## config.mk

```make
export PLATFORM = sky130hd
export DESIGN_NAME = tickpwm
export DESIGN_NICKNAME = d
export VERILOG_FILES = /design/src/rtl/tickpwm_pkg.sv /design/src/rtl/tickpwm_regs.sv /design/src/rtl/tickpwm_prescale.sv /design/src/rtl/tickpwm_period.sv /design/src/rtl/tickpwm.sv
export SDC_FILE = /design/constraint.sdc
export NUM_CORES = 1
export LEC_CHECK = 0
export BUFFER_PORTS_ARGS = -buffer_cell sky130_fd_sc_hd__buf_2
export CAP_MARGIN = 30
export CELL_PAD_IN_SITES_DETAIL_PLACEMENT = 0
export CELL_PAD_IN_SITES_GLOBAL_PLACEMENT = 2
export CORE_MARGIN = 2
export CORE_UTILIZATION = 28
export CTS_CLUSTER_DIAMETER = 100
export DETAILED_ROUTE_END_ITERATION = 12
export PLACE_DENSITY_LB_ADDON = 0.1
export SLEW_MARGIN = 20
export SYNTH_ARGS = -nofsm -noshare
export SYNTH_HDL_FRONTEND = slang
export SYNTH_HIERARCHICAL = 1
export SYNTH_SLANG_ARGS = --single-unit
```

## constraint.sdc

```tcl
create_clock -name clk -period 2.1 [get_ports clk]
set_clock_uncertainty 0.1 [all_clocks]
set_input_delay 0.105 -clock clk [delete_from_list [all_inputs] [get_ports clk]]
set_output_delay 0.105 -clock clk [all_outputs]
set_load 0.05 [all_outputs]
```

## src/rtl/tickpwm_pkg.sv

```systemverilog
package tickpwm_pkg;
    localparam int WORD_W   = 32;
    localparam int DIV_W    = 13;
    localparam int DUTY_W   = 8;
    localparam int DIV_LSB  = 0;
    localparam int DUTY_LSB = 16;
    localparam int FULL_BIT = 24;
    localparam int RUN_BIT  = 31;

    typedef struct packed {
        logic              run;
        logic              full;
        logic [DUTY_W-1:0] duty;
        logic [DIV_W-1:0]  div;
    } ctl_t;
endpackage

```

## src/rtl/tickpwm_regs.sv

```systemverilog
module tickpwm_regs
    import tickpwm_pkg::*;
(
    input  logic              clk,
    input  logic              rst,
    input  logic              wr_en,
    input  logic [WORD_W-1:0] wr_data,
    output ctl_t              ctl,
    output logic [WORD_W-1:0] rd_data
);
    localparam logic [WORD_W-1:0] KEEP_MASK =
        (WORD_W'(1) << RUN_BIT) | (WORD_W'(1) << FULL_BIT) |
        (((WORD_W'(1) << DUTY_W) - 1) << DUTY_LSB) |
        (((WORD_W'(1) << DIV_W) - 1) << DIV_LSB);

    ctl_t ctl_d, ctl_q;

    always_comb begin
        ctl_d = ctl_q;
        if (wr_en) begin
            ctl_d.run  = wr_data[RUN_BIT];
            ctl_d.full = wr_data[FULL_BIT];
            ctl_d.duty = wr_data[DUTY_LSB +: DUTY_W];
            ctl_d.div  = wr_data[DIV_LSB +: DIV_W];
        end
    end

    always_ff @(posedge clk) begin
        if (rst) ctl_q <= '0;
        else     ctl_q <= ctl_d;
    end

    always_comb begin
        rd_data                      = '0;
        rd_data[RUN_BIT]             = ctl_q.run;
        rd_data[FULL_BIT]            = ctl_q.full;
        rd_data[DUTY_LSB +: DUTY_W]  = ctl_q.duty;
        rd_data[DIV_LSB +: DIV_W]    = ctl_q.div;
    end

    assign ctl = ctl_q;

    assert_readback_R1: assert property (@(posedge clk) disable iff (rst)
        wr_en |=> rd_data == ($past(wr_data) & KEEP_MASK));
endmodule

```

## src/rtl/tickpwm_prescale.sv

```systemverilog
module tickpwm_prescale #(
    parameter int DIV_W = 13
) (
    input  logic             clk,
    input  logic             rst,
    input  logic             run,
    input  logic             restart,
    input  logic [DIV_W-1:0] div,
    output logic             tick,
    output logic [DIV_W-1:0] phase
);
    typedef struct packed {
        logic [DIV_W-1:0] ph;
    } pre_t;

    pre_t pre_d, pre_q;

    always_comb begin
        pre_d = pre_q;
        if (restart || !run)      pre_d.ph = '0;
        else if (pre_q.ph == div) pre_d.ph = '0;
        else                      pre_d.ph = pre_q.ph + 1'b1;
    end

    always_ff @(posedge clk) begin
        if (rst) pre_q <= '0;
        else     pre_q <= pre_d;
    end

    assign tick  = run && (pre_q.ph == div);
    assign phase = pre_q.ph;

    assert_restart_zero_R7: assert property (@(posedge clk) disable iff (rst)
        restart |=> phase == '0);
    assert_phase_bound_R2: assert property (@(posedge clk) disable iff (rst)
        run |-> phase <= div);
    assert_phase_step_R2: assert property (@(posedge clk) disable iff (rst)
        (run && !restart && !tick) |=> phase == $past(phase) + 1'b1);
endmodule

```

## src/rtl/tickpwm_period.sv

```systemverilog
module tickpwm_period #(
    parameter int CNT_W = 8
) (
    input  logic             clk,
    input  logic             rst,
    input  logic             run,
    input  logic             restart,
    input  logic             tick,
    input  logic             full,
    input  logic [CNT_W-1:0] duty,
    output logic [CNT_W-1:0] count,
    output logic             wave
);
    typedef struct packed {
        logic [CNT_W-1:0] cnt;
    } per_t;

    per_t per_d, per_q;

    always_comb begin
        per_d = per_q;
        if (restart || !run) per_d.cnt = '0;
        else if (tick)       per_d.cnt = per_q.cnt + 1'b1;
    end

    always_ff @(posedge clk) begin
        if (rst) per_q <= '0;
        else     per_q <= per_d;
    end

    assign count = per_q.cnt;
    assign wave  = run && (full || (per_q.cnt < duty));

    assert_count_clear_R7: assert property (@(posedge clk) disable iff (rst)
        restart |=> count == '0);
    assert_count_hold_R2: assert property (@(posedge clk) disable iff (rst)
        (run && !restart && !tick) |=> $stable(count));
    assert_count_step_R3: assert property (@(posedge clk) disable iff (rst)
        (run && !restart && tick) |=> count == $past(count) + 1'b1);
endmodule

```

## src/rtl/tickpwm.sv

```systemverilog
module tickpwm
    import tickpwm_pkg::*;
(
    input  logic        clk,
    input  logic        rst,
    input  logic        wr_en,
    input  logic [31:0] wr_data,
    output logic [31:0] rd_data,
    output logic        pwm_out
);
    ctl_t              ctl;
    logic              tick;
    logic [DIV_W-1:0]  phase;
    logic [DUTY_W-1:0] count;

    tickpwm_regs u_regs (
        .clk     (clk),
        .rst     (rst),
        .wr_en   (wr_en),
        .wr_data (wr_data),
        .ctl     (ctl),
        .rd_data (rd_data)
    );

    tickpwm_prescale #(.DIV_W(DIV_W)) u_pre (
        .clk     (clk),
        .rst     (rst),
        .run     (ctl.run),
        .restart (wr_en),
        .div     (ctl.div),
        .tick    (tick),
        .phase   (phase)
    );

    tickpwm_period #(.CNT_W(DUTY_W)) u_per (
        .clk     (clk),
        .rst     (rst),
        .run     (ctl.run),
        .restart (wr_en),
        .tick    (tick),
        .full    (ctl.full),
        .duty    (ctl.duty),
        .count   (count),
        .wave    (pwm_out)
    );

    assert_stop_now_R6: assert property (@(posedge clk) disable iff (rst)
        (wr_en && !wr_data[RUN_BIT]) |=> !pwm_out);
    assert_force_high_R5: assert property (@(posedge clk) disable iff (rst)
        (wr_en && wr_data[RUN_BIT] && wr_data[FULL_BIT]) |=> pwm_out);
    assert_zero_duty_low_R4: assert property (@(posedge clk) disable iff (rst)
        (rd_data[RUN_BIT] && !rd_data[FULL_BIT] &&
         rd_data[DUTY_LSB +: DUTY_W] == '0) |-> !pwm_out);
endmodule

```

* Word level (Yosys, flattened, before mapping) *
Cells that the tools add are included.
Widths: inputs -> output; s select.

operators by class
  add/subtract/negate cells = 2
  multipliers = 0
  div/mod/pow operators = 0
  magnitude comparators = 1
  eq/ne operators = 1
  shift operators = 0
  muxes and demuxes = 0
  bitwise operators = 0
  reductions and logical operators = 7

operators by type and width
  operator               count
  $add 13x1->13 const B  1
  $eq 13x13->1           1
  $add 8x1->8 const B    1
  $lt 8x8->1             1
  $reduce_or 3->1        1
  $logic_and 1x1->1      2
  $logic_or 1x1->1       2
  $reduce_or 2->1        1
  $logic_not 1->1        1

word-level totals
  bits in registers = 44
  latch bits = 0
  memory bits (writable) = 0
  bits in read-only memories = 0
  bits of input ports = 35
  logic and storage cells = 17
  memories kept = 0

* Longest topological paths before layout *
Gate-level depths: netlist of the first run.

  word-level depth = 3
  depth in mapped cells = 9
  depth with buffers taken out = 7

* Modules after synthesis *
Netlist of the first run, hierarchy kept.

by module, submodules not included
  module            instances  cells each  area each (um2)
  tickpwm_regs      1          107         1079.8
  tickpwm_prescale  1          80          762.0
  tickpwm_period    1          62          534.3

* Least setup slack after synthesis of the first run *
No wires, ideal clock.

  path type = register to register
  from = register u_pre.pre_q (netlist bit u_pre/phase[5])
  to = register u_per.per_q (netlist bit u_per/count[7])
  data arrival time = 1.942 ns
  required time = 1.929 ns
  slack = -0.012 ns
  stages on the path, launching flop included = 9
  path buffers = 1
  clock period less this slack = 2.112 ns
  path through = dfxtp_1 xnor2_1 nand4_1 nor4_4 and2_1 buf_4 nand4_2 or3_1 a21oi_1

on the way
  longest elaborated chain between the ends = 2

RTL lines
  item                    line                    RTL
  from (decl)             tickpwm_prescale.sv:16  pre_t pre_d, pre_q;
  from (signal assigned)  tickpwm_prescale.sv:27  else pre_q <= pre_d;
  $eq 13x13->1            tickpwm_prescale.sv:30  assign tick = run && (pre_q.ph == div);
  $logic_and 1x1->1       tickpwm_prescale.sv:30
  via tick                tickpwm.sv:12           logic tick;
  to (signal assigned)    tickpwm_period.sv:28    else per_q <= per_d;
  to (decl)               tickpwm_period.sv:18    per_t per_d, per_q;

The timed path passes the listed nets, and every way through them passes these cells.
A chain may end at the register's enable or synchronous reset.

* Worst setup path after layout of the first run *
  from = register u_per.per_q (netlist bit u_per/count[1])
  to = output port pwm_out

on the way
  longest elaborated chain between the ends = 3

RTL lines
  item               line                  RTL
  $lt 8x8->1         tickpwm_period.sv:32  assign wave = run && (full || (per_q.cnt < duty));
  $logic_or 1x1->1   tickpwm_period.sv:32
  $logic_and 1x1->1  tickpwm_period.sv:32
  to (decl)          tickpwm.sv:9          output logic pwm_out

Every way passes these cells.

==> impl_metrics.env, run 1 <==
export IMPL_vias_per_cell=4.176
export IMPL_synth_cell_types=35
export IMPL_seq_power_share_pct=48.9
export IMPL_drt_iter0_drc=53
export IMPL_wl_per_cell_um=12.74
export IMPL_total_power_uw=1818
export IMPL_dieArea_mm2=0.009239
export IMPL_cell_internal_pwr_uw=1261
export IMPL_path_clk_slew_ns=0.09
export IMPL_routabilityCongestion=0.6917
export IMPL_clk_root_buffer_cell="clkbuf_8"
export IMPL_yosysSeqAreaShare_pct=37.07
export IMPL_h_tree_depth=2
export IMPL_grt_pass1_wl_um=8521
export IMPL_fin_setup_tns_ns=0
export IMPL_r2r_start="u_regs/ctl[8]$_SDFFE_PP0P_"
export IMPL_firstDrtPassIters=4
export IMPL_power_density_mw_per_mm2=599.3
export IMPL_antenna_left=0
export IMPL_initial_core_util_pct=28.92
export IMPL_gr_usage_all_layers_pct=12.44
export IMPL_place_hpwl_um=3881
export IMPL_numCtsBuffers=5
export IMPL_worst_slew_pin_slew_ns=0.5314
export IMPL_yosysTopAreaCell="dfxtp_1"
export IMPL_final_cell_mix="48 x buf_2, 34 x nor2_1, 33 x dfxtp_1"
export IMPL_setup_worst_path_end_class="primary output"
export IMPL_ctsLongestPathBuffers=2
export IMPL_grt_max_degree=25
export IMPL_hold_ws_ns=0.1783
export IMPL_min_path_type="primary input to flop"
export IMPL_io_pins=68
export IMPL_final_cells=421
export IMPL_comb_power_share_pct=20.2
export IMPL_required_ns=1.89
export IMPL_num_antenna_cells=0
export IMPL_relSlewSlack_pct=64.49
export IMPL_leakagePower_uw=0.001305
export IMPL_die_w_um=96.12
export IMPL_yosysTopAreaCellShare_pct=37.07
export IMPL_drive_gt1_share_pct=34.18
export IMPL_synth_area_mm2=0.002376
export IMPL_switchingPower_uw=557.3
export IMPL_crit_fanout=4
export IMPL_drc=0
export IMPL_utilization_pct=36.93
export IMPL_multi_input_area_mm2=0.001242
export IMPL_vias=1758
export IMPL_placed_cells=389
export IMPL_gr_total_overflow=0
export IMPL_synth_area_per_cell_um2=9.542
export IMPL_ff_latch_area_um2=894.6
export IMPL_setup_viol=0
export IMPL_swShare_pct=30.65
export IMPL_areaGrowthSynthToFinish_pct=27.70
export IMPL_arrival_ns=1.80
export IMPL_final_hold_viol_count=0
export IMPL_worstSkewPairLatency_ns=0.30
export IMPL_status="finished, final reports clean"
export IMPL_period_share_pct=95.40
export IMPL_clkSinkCount=44
export IMPL_worstHoldStart="rst"
export IMPL_first_global_vias=1652
export IMPL_routed_wl_um=5362
export IMPL_critPathKind="flop to primary output"
export IMPL_maxClockFrequency_mhz=499.2
export IMPL_syn_inst=249
export IMPL_ys_ff_latch=44
export IMPL_post_route_min_period_ns=2.003
export IMPL_netlist_top_cells_area="dfxtp_1 37%, mux2i_1 11%, buf_4 10%, xnor2_1 7.7%, nor2_1 5.4%"
export IMPL_portBuffers=49
export IMPL_fillers=874
export IMPL_slew_violations=0
export IMPL_mostFrequentLayoutCell="buf_2"
export IMPL_cts_tree="yes"
export IMPL_die_y_um=96.12
export IMPL_nNetsFinal=359
export IMPL_cap_violations=0
export IMPL_rows=33
export IMPL_cp_startpoint="u_per/count[1]$_SDFFE_PP0P_"
export IMPL_core_area_mm2=0.008217
export IMPL_startpoint_type="flop"
export IMPL_antenna_found_initial=0
export IMPL_ir_drop_uv=275.0
export IMPL_pwr_share_clk_pct=31.0
export IMPL_ys_warn_count=6
[timing repair]
action                                 in CTS  in global routing
gates resized for setup                    12                 12
setup endpoints to repair                   3                  3
setup buffers                               0                  1
pin swaps                                   5                 11
hold buffers                               23                  0
endpoints found under the hold margin      23                  0
[flip-flops by register name (all words and copies together), names as in the netlist]
name and flops:
u_regs/ctl 23, u_per/count 8, u_pre/phase 13
[worst paths after layout]
check | endpoint | slack [ns] | depth (start not counted)
worst max-delay path | pwm_out | 0.1 | 5
worst min-delay path | u_regs/ctl[21]$_SDFFE_PP0P_ | 0.18 | 3
worst max register to register | u_per/count[5]$_SDFFE_PP0P_ | 0.12 | 7
worst min register to register | u_per/count[7]$_SDFFE_PP0P_ | 0.40 | 2
[final cells by class]
cell class | instances | share of cell area, %
sequential | 44 | 29.48
multi-input combinational | 160 | 40.95
clock buffer | 6 | 2.722
clock inverter | 2 | 0.3299
tap | 105 | 4.330
inverter | 12 | 1.485
timing repair buffer | 92 | 20.70
[power groups by stage]
| stage | sequential [uW] | combinational [uW] | clock (uW) |
|---|---|---|---|
| after floorplan | 899 | 296 | 0 |
| after global placement | 905 | 324 | 0 |
| after detailed placement | 905 | 323 | 0 |
| after CTS | 888 | 360 | 589 |
| after global routing | 894 | 394 | 628 |
| final | 889 | 366 | 563 |
[stage by stage]
stage          setup WS [ns]  cell area, um^2
3_3_place_gp        -0.05263             2594
5_1_grt            -0.005759             3034
2_1_floorplan     -0.0001321             2407
6_report             0.09670             3034
3_5_place_dp        -0.02796             2594
4_1_cts            0.0007403             2960
[per-layer routing]
metal | GRT usage (%) | wire length [um]
met1 | 17.74 | 2781
met2 | 17.94 | 2299
met3 | 3.054 | 195
met4 | 4.643 | 85
met5 | 0 | 0
[kinds of logic after synthesis]
| kind of cell | synth area share, % |
|---|---|
| mux | 10.53 |
| fa+ha+maj | 4.739 |
| flops | 37.07 |
| compound gates | 3.581 |
| simple gates | 17.69 |
| other cells | 0.1578 |
| buf+inv | 15.90 |
| xor+xnor | 10.32 |
[critical path: stages, from the launching register on]
cell and delay (ns):
dfxtp_2 0.42, ha_4 0.23, a2111oi_4 0.36, o21ai_2 0.12, a31oi_1 0.15, buf_4 0.22
[cell usage after synthesis]
cell	instances
nor4_1	1
o21a_1	1
nand2b_4	1
a31oi_1	1
nand3_1	6
xnor2_1	21
clkbuf_1	3
nand4_1	4
a21o_1	1
buf_12	2
nor2_1	34
conb_1	1
o21ai_1	1
nor4_4	1
nand2_1	7
inv_1	12
nand4_2	1
and2_1	1
a21oi_1	4
a2111oi_2	1
o21ai_0	3
o2111ai_1	1
ha_1	9
nor3b_1	1
nor3_1	10
xor2_1	7
or3_1	2
and3_1	2
buf_4	33
nor4_2	3
nor3_2	1
dfxtp_1	44
buf_6	3
mux2i_1	25
nand4_4	1
No activity file was read; power rests on OpenSTA's default activity.
==> inputs of run 2 (changes only) <==
--- a/config.mk
+++ b/config.mk
@@ -13,7 +13,7 @@
 export CORE_UTILIZATION = 28
 export CTS_CLUSTER_DIAMETER = 100
 export DETAILED_ROUTE_END_ITERATION = 12
-export PLACE_DENSITY_LB_ADDON = 0.1
+export PLACE_DENSITY = 0.83
 export SLEW_MARGIN = 20
 export SYNTH_ARGS = -nofsm -noshare
 export SYNTH_HDL_FRONTEND = slang
==> run 2 against run 1 <==
Sequential power is essentially flat. First-iteration DRC count grew 23%. Total power rose by 9.7%. Register-to-register slack lost 0.02 ns. Core utilization shrank 0.11 points. Global-route usage shrank 1.6 points. Critical path type unchanged. Largest power group unchanged.
==> impl_metrics.env, run 2 (synthesis results as in run 1) <==
export IMPL_h_tree_depth=2
export IMPL_gr_usage_all_layers_pct=10.84
export IMPL_drc=0
export IMPL_vias_per_cell=4.144
export IMPL_power_density_mw_per_mm2=659.3
export IMPL_startpoint_type="flop"
export IMPL_die_w_um=96.12
export IMPL_switchingPower_uw=534.9
export IMPL_path_clk_slew_ns=0.09
export IMPL_cts_tree="yes"
export IMPL_pre_cts_ws_ns=0.04788
export IMPL_antenna_left=0
export IMPL_required_ns=1.89
export IMPL_rsz0062_at_grt="true"
export IMPL_cap_violations=0
export IMPL_worstSkewPairLatency_ns=0.30
export IMPL_fillers=843
export IMPL_fin_setup_tns_ns=0
export IMPL_firstDrtPassIters=4
export IMPL_clkSinkCount=44
export IMPL_vias=1728
export IMPL_portBuffers=49
export IMPL_drt_iter0_drc=65
export IMPL_mostFrequentLayoutCell="buf_2"
export IMPL_largest_reg_flops=23
export IMPL_grt_max_degree=21
export IMPL_final_hold_viol_count=0
export IMPL_rows=33
export IMPL_maxClockFrequency_mhz=494.7
export IMPL_dieArea_mm2=0.009239
export IMPL_numCtsBuffers=5
export IMPL_seq_power_share_pct=44.4
export IMPL_io_pins=68
export IMPL_core_area_mm2=0.008217
export IMPL_routabilityCongestion=0.7449
export IMPL_critPathKind="flop to primary output"
export IMPL_setup_viol=0
export IMPL_place_hpwl_um=3417
export IMPL_routed_wl_um=4830
export IMPL_gr_total_overflow=0
export IMPL_initial_core_util_pct=28.92
export IMPL_num_antenna_cells=0
export IMPL_comb_power_share_pct=17.8
export IMPL_min_path_type="primary input to flop"
export IMPL_path_cells="ha_1 -> o21a_1 -> o2111ai_1 -> o21ai_1 -> a31oi_1 -> buf_4"
export IMPL_arrival_ns=1.82
export IMPL_wl_per_cell_um=11.58
export IMPL_post_route_min_period_ns=2.021
export IMPL_period_share_pct=96.26
export IMPL_place_area_mm2=0.002549
export IMPL_crit_fanout=5
export IMPL_grt_pass1_wl_um=7755
export IMPL_final_area_mm2=0.003025
export IMPL_final_cell_mix="48 x buf_2, 34 x nor2_1, 30 x dfxtp_1"
export IMPL_clk_root_buffer_cell="clkbuf_8"
export IMPL_utilization_pct=36.82
export IMPL_hold_ws_ns=0.1789
export IMPL_r2r_setup_slack_ns=0.10
export IMPL_slowest_stage="dfxtp_2"
export IMPL_ctsLongestPathBuffers=2
export IMPL_setup_worst_path_end_class="primary output"
export IMPL_leakagePower_uw=0.001296
export IMPL_finalWorstSetupSlack_ns=0.07863
export IMPL_pwr_share_clk_pct=37.8
export IMPL_antenna_found_initial=0
export IMPL_ir_drop_uv=350.5
export IMPL_swShare_pct=26.82
export IMPL_nNetsFinal=356
export IMPL_areaGrowthSynthToFinish_pct=27.33
export IMPL_first_global_vias=1575
export IMPL_cell_internal_pwr_uw=1460
export IMPL_slew_violations=0
export IMPL_status="finished, final reports clean"
export IMPL_drive_gt1_share_pct=31.41
export IMPL_cpPeakStageDelay_ns=0.37
export IMPL_die_y_um=96.12
run 2: changes by cell type in the layout (fill, tap and decap cells not counted), moves of 3 or more:
cell	delta
buf_4	-6
dfxtp_1	-3
dlygate4sd3_1	+3
xnor2_1	+3
xnor2_2	-3
run 2: per-layer routing:
layer  routed length, um  global-route usage [%]  vias to the layer above  share of wire [%]
met4                  50                   3.690                        0                1.0
met3                 195                   1.410                        4                4.0
met2                2177                   17.36                       39                 45
met5                   0                       0                        -                  0
met1                2407                   14.94                      771                 50
li1                    -                       -                      914                  -
run 2: final timing paths:
kind | depth (start not counted) | start | to
hold / removal | 3 | wr_en | u_regs/ctl[13]$_SDFFE_PP0P_
setup / recovery | 6 | u_per/count[2]$_SDFFE_PP0P_ | pwm_out
setup reg to reg | 7 | u_pre/phase[9]$_SDFF_PP0_ | u_per/count[7]$_SDFFE_PP0P_
hold reg to reg | 2 | u_per/count[7]$_SDFFE_PP0P_ | u_per/count[7]$_SDFFE_PP0P_
run 2: power by group through the flow:
| stage | clock (uW) | combinational [uW] | sequential [uW] |
|---|---|---|---|
| after floorplan | 0 | 296 | 899 |
| after global placement | 0 | 307 | 905 |
| after detailed placement | 0 | 308 | 906 |
| after CTS | 778 | 350 | 887 |
| after global routing | 809 | 382 | 892 |
| final | 754 | 354 | 886 |
run 2: cell type report:
cell class                      instances  area, um^2  share of cell area (%)
Clock buffer                            5       68.82                   2.275
Clock inverter                          2       60.06                   1.985
Inverter                               12       45.04                   1.489
Multi-Input combinational cell        160        1206                   39.87
Sequential cell                        44       900.9                   29.78
Tap cell                              105       131.4                   4.342
Timing Repair Buffer                   89       613.1                   20.26
run 2: through the flow:
stage,std cells,total power [uW]
6_report,417,1995
5_1_grt,417,2083
4_1_cts,416,2014
3_5_place_dp,383,1214
3_3_place_gp,383,1212
2_1_floorplan,257,1195
run 2: what timing repair did:
item / 4_1_cts / 5_1_grt
resized for setup: 6 / 16
hold buffers: 26 / 0
hold endpoints to repair: 23 / 0
pin swaps: 2 / 3
setup endpoints to repair: 1 / 3
setup buffers: 0 / 1
run 2: worst max-delay path, delay by kind of cell (launching register included):
kind	cells	cell delay, ns
buffers and inverters	1	0.24
flip-flops	1	0.37
AO/OA/AOI/OAI	4	0.63
adder cells (fa/ha/maj)	1	0.29
==> inputs of run 3 (changes only) <==
--- a/config.mk
+++ b/config.mk
@@ -6,7 +6,7 @@
 export NUM_CORES = 1
 export LEC_CHECK = 0
 export BUFFER_PORTS_ARGS = -buffer_cell sky130_fd_sc_hd__buf_2
-export CAP_MARGIN = 30
+export CAP_MARGIN = 20
 export CELL_PAD_IN_SITES_DETAIL_PLACEMENT = 0
 export CELL_PAD_IN_SITES_GLOBAL_PLACEMENT = 2
 export CORE_MARGIN = 2
==> constraint.sdc (replaced) <==
create_clock -name clk -period 2.1 [get_ports clk]
set_clock_uncertainty 0.1 [all_clocks]
set_input_delay 0.42 -clock clk [delete_from_list [all_inputs] [get_ports clk]]
set_output_delay 0.42 -clock clk [all_outputs]
set_load 0.05 [all_outputs]
==> run 3 against run 2 <==
The flow now finishes with violations (negative setup slack). Largest cell class unchanged. Fmax is 9.8% lower. Core utilization down 1.9 points. Register-to-register slack lost 0.10 ns. Highest routed layer unchanged. Hold slack gained 0.068 ns. Critical endpoint unchanged. Total power down 5.4%.
==> impl_metrics.env, run 3 (synthesis results as in run 1) <==
export IMPL_placed_cells=395
export IMPL_status="finished, violations left"
export IMPL_maxClockFrequency_mhz=446.2
export IMPL_vias=1693
export IMPL_grt_max_degree=25
export IMPL_clk_root_buffer_cell="clkbuf_8"
export IMPL_wl_per_cell_um=11.77
export IMPL_mostFrequentLayoutCell="buf_2"
export IMPL_required_ns=1.58
export IMPL_period_share_pct=106.7
export IMPL_gr_total_overflow=0
export IMPL_cap_violations=0
export IMPL_routabilityCongestion=0.7724
export IMPL_path_clk_slew_ns=0.09
export IMPL_largest_reg_flops=23
export IMPL_ctsLongestPathBuffers=2
export IMPL_cts_hold_buffers=0
export IMPL_final_cells=403
export IMPL_nNetsFinal=341
export IMPL_finalWorstSetupSlack_ns=-0.1409
export IMPL_drc=0
export IMPL_post_route_min_period_ns=2.241
export IMPL_r2r_end="u_per/count[7]$_SDFFE_PP0P_"
export IMPL_crit_fanout=2
export IMPL_place_area_mm2=0.002663
export IMPL_r2r_setup_slack_ns=0
export IMPL_rows=33
export IMPL_setup_worst_path_end_class="primary output"
export IMPL_die_w_um=96.12
export IMPL_vias_per_cell=4.201
export IMPL_numCtsBuffers=5
export IMPL_routed_wl_um=4743
export IMPL_ff2ff_path_depth=7
export IMPL_arrival_ns=1.72
export IMPL_die_y_um=96.12
export IMPL_fillers=847
export IMPL_post_cts_buffers=0
export IMPL_initial_core_util_pct=28.92
export IMPL_worstSetupEndpoint="pwm_out"
export IMPL_worstSkewPairLatency_ns=0.30
export IMPL_core_area_mm2=0.008217
export IMPL_r2r_start="u_pre/phase[8]$_SDFF_PP0_"
export IMPL_place_hpwl_um=3608
export IMPL_slew_violations=0
export IMPL_cp_startpoint="u_per/count[2]$_SDFFE_PP0P_"
export IMPL_num_antenna_cells=0
export IMPL_grt_pass1_wl_um=7755
export IMPL_drt_iter0_drc=66
export IMPL_critPathKind="flop to primary output"
export IMPL_h_tree_depth=2
export IMPL_power_density_mw_per_mm2=657.2
export IMPL_min_path_type="primary input to flop"
export IMPL_areaGrowthSynthToFinish_pct=20.80
export IMPL_setup_viol=1
export IMPL_first_global_vias=1624
export IMPL_leakagePower_uw=0.001225
export IMPL_rsz0062_at_grt="true"
export IMPL_antenna_found_initial=0
export IMPL_cts_tree="yes"
export IMPL_portBuffers=49
export IMPL_final_hold_viol_count=0
export IMPL_final_cell_mix="48 x buf_2, 37 x dfxtp_1, 34 x nor2_1"
export IMPL_hold_ws_ns=0.2466
export IMPL_firstDrtPassIters=4
export IMPL_antenna_left=0
export IMPL_drive_gt1_share_pct=36.58
export IMPL_dieArea_mm2=0.009239
export IMPL_gr_usage_all_layers_pct=11.03
export IMPL_ir_drop_uv=271.8
export IMPL_final_area_mm2=0.002870
export IMPL_violations="negative setup slack"
export IMPL_io_pins=68
export IMPL_startpoint_type="flop"
export IMPL_clkSinkCount=44
[run 3: changes by cell type in the layout (fill, tap and decap cells not counted), sizes merged]
cell,change
buf,+11
dlygate4sd3,-26
inv,+1
bufinv,-1
clkinvlp,+1
[run 3: repair_timing]
action                     CTS  global route
setup endpoints to repair    3             6
pin swaps                    7             6
resized for setup           15             5
[run 3: per-stage QoR]
step | worst slack [ns] | total power, uW | TNS, ns | utilization [%]
floorplan | 0.01840 | 1200 | 0 | -
global placement | -0.02980 | 1228 | -0.02980 | 32.40
detailed placement | -0.03168 | 1231 | -0.03168 | 32.40
CTS | -0.1571 | 1920 | -0.1849 | 34.72
global route | -0.2034 | 1981 | -0.5784 | 34.93
finish | -0.1409 | 1886 | -0.1409 | 34.93
[run 3: report_power, final]
part | total (uW) | switching, uW | internal (uW)
Clock | 666 | 307 | 358
Sequential | 885 | 24.5 | 860
Combinational | 336 | 226 | 110
[run 3: critical path, stage by stage, from the launching register on]
cell and delay (ns):
dfxtp_4 0.37, ha_4 0.23, o21a_1 0.17, o2111ai_2 0.18, o21ai_2 0.11, a31oi_4 0.19, buf_6 0.18
[run 3: area by class of cell]
class                      instances  area (um^2)  share of cell area [%]
timing repair buffer              74        439.2                   15.30
clock inverter                     3        46.29                   1.613
inverter                          12        45.04                   1.569
clock buffer                       5        68.82                   2.398
multi-input combinational        160         1247                   43.46
sequential                        44        892.1                   31.08
tap                              105        131.4                   4.577
[run 3: metal layers]
layer  vias to the layer above  global-route usage (%)  wire length [um]
met3                         6                   2.976               270
met4                         0                   3.810                68
met2                        53                   16.26              1945
met1                       748                   15.40              2458
li1                        886                       -                 -
met5                         -                       0                 0
[run 3: worst min-delay path by stage]
stage	end	start	cells after the start	slack, ns
floorplan	u_per/count[7]$_SDFFE_PP0P_	u_per/count[7]$_SDFFE_PP0P_	2	0.36
CTS	u_regs/ctl[4]$_SDFFE_PP0P_	wr_data[4]	3	0.24
global placement	u_per/count[7]$_SDFFE_PP0P_	u_per/count[7]$_SDFFE_PP0P_	2	0.38
detailed placement	u_per/count[7]$_SDFFE_PP0P_	u_per/count[7]$_SDFFE_PP0P_	2	0.39
global route	u_regs/ctl[3]$_SDFFE_PP0P_	wr_data[3]	3	0.24
finish	u_regs/ctl[4]$_SDFFE_PP0P_	wr_data[4]	3	0.25
